`src/rtl/rststr_pkg.sv`:
```
package rststr_pkg;
  localparam int CODE_W        = 4;
  localparam int CODE_NONE     = 0;
  localparam int CODE_POR      = 1;
  localparam int CODE_EXT      = 2;
  localparam int CODE_EVT_BASE = 3;

  localparam logic [1:0] MODE_NORMAL   = 2'd0;
  localparam logic [1:0] MODE_RESTART  = 2'd1;
  localparam logic [1:0] MODE_FAILSAFE = 2'd2;

  typedef enum logic [1:0] {ST_POR_WAIT, ST_IDLE, ST_PULSE} state_e;

  typedef struct packed {
    logic              loadCnt;
    logic              useLong;
    logic              logCode;
    logic [CODE_W-1:0] code;
    logic              startWatch;
  } ctrl_t;
endpackage

```
`src/rtl/rststr_ctrl.sv`:
```
module rststr_ctrl
  import rststr_pkg::*;
#(
  parameter int NUM_EVT = 10
) (
  input  logic               clk,
  input  logic               rstN,
  input  logic               supplyValid,
  input  logic [NUM_EVT-1:0] eventReq,
  input  logic               extFall,
  input  logic               lenBit,
  input  logic               cntZero,
  output ctrl_t              ctl,
  output logic               driveLow
);
  state_e state, stateNext;
  logic [CODE_W-1:0] evtCode;
  logic anyEvt;

  assign anyEvt = extFall || (|eventReq);

  // external pull outranks all strobes; among strobes the lowest index wins
  always_comb begin
    evtCode = CODE_W'(CODE_NONE);
    for (int i = NUM_EVT - 1; i >= 0; i--) begin
      if (eventReq[i]) evtCode = CODE_W'(CODE_EVT_BASE + i);
    end
    if (extFall) evtCode = CODE_W'(CODE_EXT);
  end

  always_comb begin
    ctl       = '0;
    stateNext = state;
    unique case (state)
      ST_POR_WAIT: begin
        if (supplyValid) begin
          ctl.loadCnt = 1'b1;
          ctl.useLong = 1'b0;
          ctl.logCode = 1'b1;
          ctl.code    = CODE_W'(CODE_POR);
          stateNext   = ST_PULSE;
        end
      end
      default: begin
        if (anyEvt) begin
          ctl.loadCnt    = 1'b1;
          ctl.useLong    = lenBit;
          ctl.logCode    = 1'b1;
          ctl.code       = evtCode;
          ctl.startWatch = extFall;
          stateNext      = ST_PULSE;
        end else if (state == ST_PULSE && cntZero) begin
          stateNext = ST_IDLE;
        end
      end
    endcase
  end

  always_ff @(posedge clk or negedge rstN) begin
    if (!rstN) state <= ST_POR_WAIT;
    else       state <= stateNext;
  end

  assign driveLow = (state != ST_IDLE);

  assert_pulse_ends_R3: assert property (@(posedge clk) disable iff (!rstN)
    (state == ST_PULSE && cntZero && !anyEvt) |=> (state == ST_IDLE));
endmodule

```
`src/rtl/rststr_dp.sv`:
```
module rststr_dp
  import rststr_pkg::*;
#(
  parameter int SHORT_CYCLES    = 125000,
  parameter int LONG_CYCLES     = 2500000,
  parameter int RELEASE_TIMEOUT = 3750000
) (
  input  logic              clk,
  input  logic              rstN,
  input  ctrl_t             ctl,
  input  logic              driveLow,
  input  logic              pinLevel,
  input  logic [1:0]        mode,
  input  logic              lenWrEn,
  input  logic              lenWrData,
  output logic              cntZero,
  output logic              extFall,
  output logic              lenBit,
  output logic [CODE_W-1:0] sourceCode,
  output logic              failSafeReq
);
  localparam int CNT_W = $clog2(LONG_CYCLES + 1);
  localparam int TIM_W = $clog2(RELEASE_TIMEOUT + 1);
  localparam logic [CNT_W-1:0] SHORT_LOAD = CNT_W'(SHORT_CYCLES - 1);
  localparam logic [CNT_W-1:0] LONG_LOAD  = CNT_W'(LONG_CYCLES - 1);
  localparam logic [TIM_W-1:0] TIM_END    = TIM_W'(RELEASE_TIMEOUT);

  logic [CNT_W-1:0] cnt;
  logic [TIM_W-1:0] relTimer;
  logic pinMeta, pinSync, pinPrev, watching, recovery;

  // pin synchronizer and falling-edge detector, masked while driving
  always_ff @(posedge clk or negedge rstN) begin
    if (!rstN) begin
      pinMeta <= 1'b1;
      pinSync <= 1'b1;
      pinPrev <= 1'b1;
    end else begin
      pinMeta <= pinLevel;
      pinSync <= pinMeta;
      pinPrev <= pinSync;
    end
  end
  assign extFall = pinPrev && !pinSync && !driveLow;

  // stretch counter
  always_ff @(posedge clk or negedge rstN) begin
    if (!rstN)               cnt <= '0;
    else if (ctl.loadCnt)    cnt <= ctl.useLong ? LONG_LOAD : SHORT_LOAD;
    else if (cnt != '0)      cnt <= cnt - CNT_W'(1);
  end
  assign cntZero = (cnt == '0);

  // length select: recovery modes force long, else software decides
  assign recovery = (mode == MODE_RESTART) || (mode == MODE_FAILSAFE);
  always_ff @(posedge clk or negedge rstN) begin
    if (!rstN)         lenBit <= 1'b0;
    else if (recovery) lenBit <= 1'b1;
    else if (lenWrEn)  lenBit <= lenWrData;
  end

  always_ff @(posedge clk or negedge rstN) begin
    if (!rstN)            sourceCode <= CODE_W'(CODE_NONE);
    else if (ctl.logCode) sourceCode <= ctl.code;
  end

  // external release watchdog
  always_ff @(posedge clk or negedge rstN) begin
    if (!rstN) begin
      watching <= 1'b0;
      relTimer <= '0;
    end else if (ctl.startWatch) begin
      watching <= 1'b1;
      relTimer <= '0;
    end else if (watching) begin
      if (!driveLow && pinSync) begin
        watching <= 1'b0;
        relTimer <= '0;
      end else if (relTimer != TIM_END) begin
        relTimer <= relTimer + TIM_W'(1);
      end
    end
  end
  assign failSafeReq = watching && (relTimer == TIM_END);

  assert_reload_len_R5: assert property (@(posedge clk) disable iff (!rstN)
    ctl.loadCnt |=> (cnt == ($past(ctl.useLong) ? LONG_LOAD : SHORT_LOAD)));
  assert_count_down_R3: assert property (@(posedge clk) disable iff (!rstN)
    (!ctl.loadCnt && cnt != '0) |=> (cnt == $past(cnt) - CNT_W'(1)));
  assert_code_log_R4: assert property (@(posedge clk) disable iff (!rstN)
    ctl.logCode |=> (sourceCode == $past(ctl.code)));
  assert_mode_forces_long_R7: assert property (@(posedge clk) disable iff (!rstN)
    recovery |=> lenBit);
endmodule

```
`src/rtl/rststr_top.sv`:
```
module rststr_top
  import rststr_pkg::*;
#(
  parameter int NUM_EVT         = 10,
  parameter int SHORT_CYCLES    = 125000,
  parameter int LONG_CYCLES     = 2500000,
  parameter int RELEASE_TIMEOUT = 3750000
) (
  input  logic               clk,
  input  logic               rstN,
  input  logic               supplyValid,
  input  logic [NUM_EVT-1:0] eventReq,
  input  logic [1:0]         mode,
  input  logic               lenWrEn,
  input  logic               lenWrData,
  input  logic               pinLevel,
  output logic               pinDriveLow,
  output logic [3:0]         sourceCode,
  output logic               lenBit,
  output logic               failSafeReq
);
  ctrl_t ctl;
  logic  cntZero, extFall;

  rststr_ctrl #(.NUM_EVT(NUM_EVT)) u_ctrl (
    .clk(clk), .rstN(rstN), .supplyValid(supplyValid), .eventReq(eventReq),
    .extFall(extFall), .lenBit(lenBit), .cntZero(cntZero),
    .ctl(ctl), .driveLow(pinDriveLow)
  );

  rststr_dp #(
    .SHORT_CYCLES(SHORT_CYCLES), .LONG_CYCLES(LONG_CYCLES),
    .RELEASE_TIMEOUT(RELEASE_TIMEOUT)
  ) u_dp (
    .clk(clk), .rstN(rstN), .ctl(ctl), .driveLow(pinDriveLow),
    .pinLevel(pinLevel), .mode(mode), .lenWrEn(lenWrEn), .lenWrData(lenWrData),
    .cntZero(cntZero), .extFall(extFall), .lenBit(lenBit),
    .sourceCode(sourceCode), .failSafeReq(failSafeReq)
  );
endmodule

```
`config.mk`:
```
export PLATFORM = sky130hd
export DESIGN_NAME = rststr_top
export DESIGN_NICKNAME = d
export VERILOG_FILES = /design/src/rtl/rststr_pkg.sv /design/src/rtl/rststr_ctrl.sv /design/src/rtl/rststr_dp.sv /design/src/rtl/rststr_top.sv
export SDC_FILE = /design/constraint.sdc
export NUM_CORES = 1
export LEC_CHECK = 0
export BUFFER_PORTS_ARGS = -buffer_cell sky130_fd_sc_hd__buf_4
export CAP_MARGIN = 30
export CORE_AREA = 5 5 117 119
export CTS_CLUSTER_DIAMETER = 40
export DETAILED_ROUTE_END_ITERATION = 8
export DIE_AREA = 0 0 122 124
export PLACE_DENSITY = 0.48
export SLEW_MARGIN = 40
export SYNTH_ARGS = -nofsm -noshare
export SYNTH_HDL_FRONTEND = slang
export SYNTH_SLANG_ARGS = --single-unit
export TNS_END_PERCENT = 1
```
`constraint.sdc`:
```
create_clock -name clk -period 5.04 [get_ports clk]
set_input_delay 1.008 -clock clk [delete_from_list [all_inputs] [get_ports clk]]
set_output_delay 1.008 -clock clk [all_outputs]
set_load 0.005 [all_outputs]
```
==> out/results.ini, run 1 <==
[route]
via_per_inst=4.928
drc=0
first_iter_violations=190
postRouteAntennaNets=0
wl_per_cell_um=14.47
vias=2617
drtPass1Iterations=4
wirelength_um=7685

[global_routing]
track_usage_pct=10.90
grt_overflow=0
grt_pass1_vias=2585
grt_antenna_before_repair=0
grt_start_max_net_pins=56
grt_pass1_wl_um=13210

[clock_tree]
worstSkewPairLatency_ns=0.30
post_cts_resized=0
numCtsBuffers=5
cts_tree=built
path_clk_slew_ns=0.07
ctsHoldBuffers=0
clockRootBuffer=clkbuf_16
htreeDepth=2
postCtsSetupBuffers=0
cts_sinks=55
cts_buffer_depth=2

[run_status]
status=finished clean

[critical_path]
rr_worst_depth=6
crit_family=simple AND/OR/NAND/NOR gates
cp_slowest_stage_delay_ns=0.54
crit_fanout=7
r2r-start=u_dp.relTimer[0]
required_ns=4.03
r2r_end=u_dp.relTimer[18]
cp.arrival_ns=2.32
cp_num_buf_inv=1
cp.depth=4
critPathKind=register to output port
endpoint_kind=output port
reg2reg_slack_ns=2.45
crit_slowest_cell=or4b_1
start_kind=register
crit_chain=or4b_1 > or4_4 > nor3_1 > buf_4

[sta]
whs_ns=0.3595
setup_tns_ns=0
maxSlewHeadroom_pct=46.85
drv_slew=0
worst_pin_slew_ns=0.7899
period_needed_ns=3.330
fin_crit_sh_pct=66.06
setup_viol=0
rsz0062_at_grt=no
clock_skew_ns=0.01068
hold_viol=0
clock.fmax_ghz=0.3003

[final_layout]
drive_above_1_share_pct=14.21
layout_common_cells=dfrtp_1 (52), nor2_1 (36), nand2_1 (26)
area_growth_pct=16.97
final_core_util_pct=28.79
nNetsFinal=380
final_common_cell=dfrtp_1
antennaDiodeCount=0

[power]
power_frac_seq_pct=53.7
switching_share_pct=23.52
switching_power_uw=204.8
power.static_leakage_nw=1.273
combPwrFrac_pct=5.8
p_per_area_nw_per_um2=242.7
total_power_uw=871.0
p_clk_share_pct=40.4
irDropWorstVdd_mv=0.09078
internal_power_uw=666.2

[placement]
io_buffers=24
gp_congestion=0.7889
dpl.hpwl_um=5467

[yosys]
ys_ff_latch=55
synth_enable_flop_cells=0
yosysWarnings=0
synth_nets=355
netlist_area_um2=3068
synth_ff_type=dfrtp_1
syn_area_per_cell_um2=9.213
synth.yosys.seq_area_share_pct=44.98
synth_cells=333
synth_cell_type_count=56
ys_async_sr_fraction_pct=100.0

[floorplan]
num_io_pins=25
initial_core_util_pct=24.61
row_count=41
die_area_um2=15130
fp.coreArea_um2=12470
dieHeight_um=124
die_w_um=122

[hold_path]
hold_depth=0
min_path_type=register to register
hold_path.startpoint=u_dp.pinMeta
hold_path_end=u_dp.pinSync

[run]
cap_violations=0

==> synthesized netlist by cell type, types with 3 or more instances <==
master    number  area share (%)
or4_1          7             1.7
a31oi_1        7             1.4
nand4_1        9             1.8
xor2_1         7             2.0
o21ai_1        4            0.65
or4_2          5             1.4
o31ai_1        9             2.2
buf_2          3            0.49
and2_1         3            0.61
dfrtp_1       52              42
nor3_1        17             2.8
nor2_1        36             4.4
clkbuf_1       3            0.37
nand2b_1       4            0.82
ha_1           4             1.6
a21oi_1       19             3.1
o41ai_1        4             1.1
inv_1         11             1.3
or3_1          4            0.82
xnor2_1       14             4.0
dfstp_2        3             2.6
or4b_1         3            0.98
nand2_1       26             3.2
nor4_1         7             1.4
o21ai_0       24             3.9
nand3_1       10             1.6
==> state kept, by name (all words and copies together), names as in the netlist <==
name / cells
u_dp.relTimer: 22
u_dp.sourceCode: 4
u_dp.pinMeta: 1
u_dp.pinPrev: 1
u_dp.watching: 1
u_ctrl.state: 2
u_dp.cnt: 22
u_dp.pinSync: 1
u_dp.lenBit: 1
==> layout make-up <==
type	instances	area, um^2
well taps	172	215.2
clock inverters	2	16.27
repair buffers	26	198.9
multi-input cells	259	1608
fillers	1302	8877
clock buffers	6	128.9
inverters	11	41.29
flip-flops and latches	55	1380
==> worst max-delay path by stage <==
stage / start / to / slack, ns
2_1_floorplan: eventReq[5] / u_dp.cnt[11] / 2.28
3_3_place_gp: eventReq[5] / u_dp.cnt[8] / 1.99
3_5_place_dp: eventReq[5] / u_dp.cnt[8] / 1.94
4_1_cts: u_dp.relTimer[14] / failSafeReq / 1.71
5_1_grt: u_dp.relTimer[14] / failSafeReq / 1.64
6_report: u_dp.relTimer[14] / failSafeReq / 1.71
==> power by group through the flow <==
stage	Clock (mW)	Sequential (mW)	Combinational, mW
final	0.352	0.468	0.0507
after global routing	0.387	0.470	0.0572
after CTS	0.367	0.468	0.0518
after detailed placement	0	0.476	0.0517
after global placement	0	0.476	0.0511
after floorplan	0	0.472	0.0217
==> per-stage QoR <==
step | instances | area [um^2] | setup slack (ns)
floorplan | 333 | 3068 | 2.277
global placement | 522 | 3422 | 1.991
detailed placement | 522 | 3428 | 1.937
CTS | 530 | 3573 | 1.709
global route | 531 | 3588 | 1.645
finish | 531 | 3588 | 1.710
==> routing by layer <==
metal  track usage, %  vias to the layer above  wire [um]
li1                 -                     1284          -
met1            14.45                     1262       3667
met3            2.679                       14        349
met2            17.44                       57       3536
met4            3.711                        0        131
met5                0                        -          0
==> cells by family (layout without fill, tap and decap cells) <==
family                     after synthesis  count (layout)  synth area share, %
xor gates and xnor gates                21              21                5.995
buffers and inverters                   19              45                2.936
adders and majority gates                4               4                1.631
AOI/OAI and AO/OA                       87              87                18.31
and+or+nand+nor                        146             146                25.82
DFF                                     55              55                44.98
muxes                                    1               1               0.3263
Power figures use the tool's default switching activity.
==> run 2, diff against run 1 <==
--- a/config.mk
+++ b/config.mk
@@ -11,7 +11,7 @@
 export CTS_CLUSTER_DIAMETER = 40
 export DETAILED_ROUTE_END_ITERATION = 8
 export DIE_AREA = 0 0 122 124
-export PLACE_DENSITY = 0.48
+export PLACE_DENSITY = 0.49
 export SLEW_MARGIN = 40
 export SYNTH_ARGS = -nofsm -noshare
 export SYNTH_HDL_FRONTEND = slang
==> constraint.sdc (replaced) <==
create_clock -name clk -period 3 [get_ports clk]
set_input_delay 0.6 -clock clk [delete_from_list [all_inputs] [get_ports clk]]
set_output_delay 0.6 -clock clk [all_outputs]
set_load 0.005 [all_outputs]
==> run 2 against run 1 <==
Compared with the run above:
- flip-flop and latch count unchanged
- final cell count up 0.75%
- critical path type unchanged
- clock power up 77%
- sequential share of layout area down 0.29 points
- design area up 0.77%
- setup slack worse by 1.6 ns
- critical path depth unchanged
- total power up 72%
- core utilization up 0.22 points
- clock skew up 0.0042 ns
- highest routed layer unchanged
- via count down 0.73%
- global-route usage down 0.16 points
==> out/results.ini, run 2 (synthesis results as in run 1) <==
[route]
wirelength_um=7676
postRouteAntennaNets=0
drc=0
drtPass1Iterations=4
via_per_inst=4.856
vias=2598
first_iter_violations=139
wl_per_cell_um=14.35

[hold_path]
min_path_type=input pin to asynchronous set/reset pin

[final_layout]
nNetsFinal=384
top_regs=u_dp.cnt: 22 flops, u_dp.relTimer: 22 flops, u_dp.sourceCode: 4 flops
drive_above_1_share_pct=14.88
final_common_cell=dfrtp_1
antennaDiodeCount=0
layout_common_cells=dfrtp_1 (52), nor2_1 (36), buf_4 (29)
final_core_util_pct=29.01
fillCellCount=1291
area_growth_pct=17.86

[critical_path]
start_kind=register
reg2reg_slack_ns=0.57
timing.critical_path.from=u_dp.relTimer[14]
crit_chain=or4b_1 > or4_4 > nor3_1 > buf_4
cp.arrival_ns=2.31
r2r-start=u_dp.relTimer[14]
cp_slowest_stage_delay_ns=0.54
crit_slowest_cell=or4b_1
crit_family=simple AND/OR/NAND/NOR gates
endpoint_kind=output port
crit_fanout=7
critPathKind=register to output port
cp_num_buf_inv=1
required_ns=2.40
rr_worst_depth=5
r2r_end=u_dp.relTimer[2]

[clock_tree]
cts_tree=built
worstSkewPairLatency_ns=0.31
clockRootBuffer=clkbuf_16
cts_sinks=55
post_cts_resized=0
cts_buffer_depth=2
htreeDepth=2
numCtsBuffers=5
postCtsSetupBuffers=0
path_clk_slew_ns=0.08
ctsHoldBuffers=0

[floorplan]
row_count=41
dieHeight_um=124
die_area_um2=15130
fp.coreArea_um2=12470
num_io_pins=25
initial_core_util_pct=24.61
die_w_um=122

[run]
cap_violations=0

[global_routing]
grt_antenna_before_repair=0
grt_start_max_net_pins=56
grt_pass1_vias=2592
track_usage_pct=10.74
grt_pass1_wl_um=12850
grt_overflow=0

[sta]
clock.fmax_ghz=0.3439
maxSlewHeadroom_pct=49.38
clock_skew_ns=0.01490
drv_slew=0
hold_viol=0
period_needed_ns=2.908
fin_crit_sh_pct=96.92
setup_tns_ns=0
setup_viol=0
setup_ws_ns=0.09231
worst_pin_slew_ns=0.7543
rsz0062_at_grt=no

[power]
power.static_leakage_nw=1.297
irDropWorstVdd_mv=0.1930
p_per_area_nw_per_um2=413.3

[placement]
io_buffers=24
preCtsSetupSlack_ns=0.2798
dpl.hpwl_um=5490
gp_congestion=0.8233

[run_status]
status=finished clean

[run 2: metal layers]
layer	GRT usage, %	wire, um
met2	18.09	3699
met4	3.992	167
met5	0	0
met3	2.271	252
met1	13.58	3555
[run 2: how the worst max path moves through the flow]
| stage | endpoint | cells after the start | slack, ns |
|---|---|---|---|
| floorplan | u_dp.cnt[11] | 6 | 0.64 |
| global placement | u_dp.cnt[18] | 6 | 0.37 |
| detailed placement | u_dp.cnt[4] | 6 | 0.28 |
| CTS | failSafeReq | 4 | 0.09 |
| global route | failSafeReq | 4 | 0.02 |
| finish | failSafeReq | 4 | 0.09 |
[run 2: worst reg2reg max path: cells and delay by family (launching register included)]
family,cells,cell delay (ns)
flip-flops,1,0.45
AND/OR/NAND/NOR,3,1.30
AO/OA/AOI/OAI,2,0.55
[run 2: report_power, final]
group / leakage, nW / total (mW) / switching [mW] / internal, mW
Clock: 0.0719 / 0.623 / 0.305 / 0.318
Combinational: 0.542 / 0.0859 / 0.0431 / 0.0428
Sequential: 0.683 / 0.785 / 0.0225 / 0.763
[run 2: final cells by class]
cell class	instances	area (um^2)	area share, %
well taps	172	215.2	5.952
multi-input cells	259	1598	44.19
repair buffers	30	229.0	6.332
flip-flops and latches	55	1380	38.17
clock buffers	5	125.1	3.460
inverters	11	41.29	1.142
clock inverters	3	27.53	0.7612
[run 2: metrics by stage]
stage	total power, mW	cells	hold slack [ns]	cell area [um^2]
2_1_floorplan	0.8301	333	0.3044	3068
3_3_place_gp	0.8855	527	0.3460	3460
3_5_place_dp	0.8876	527	0.3468	3460
4_1_cts	1.518	535	0.3584	3612
5_1_grt	1.561	535	0.2992	3616
6_report	1.494	535	0.2407	3616
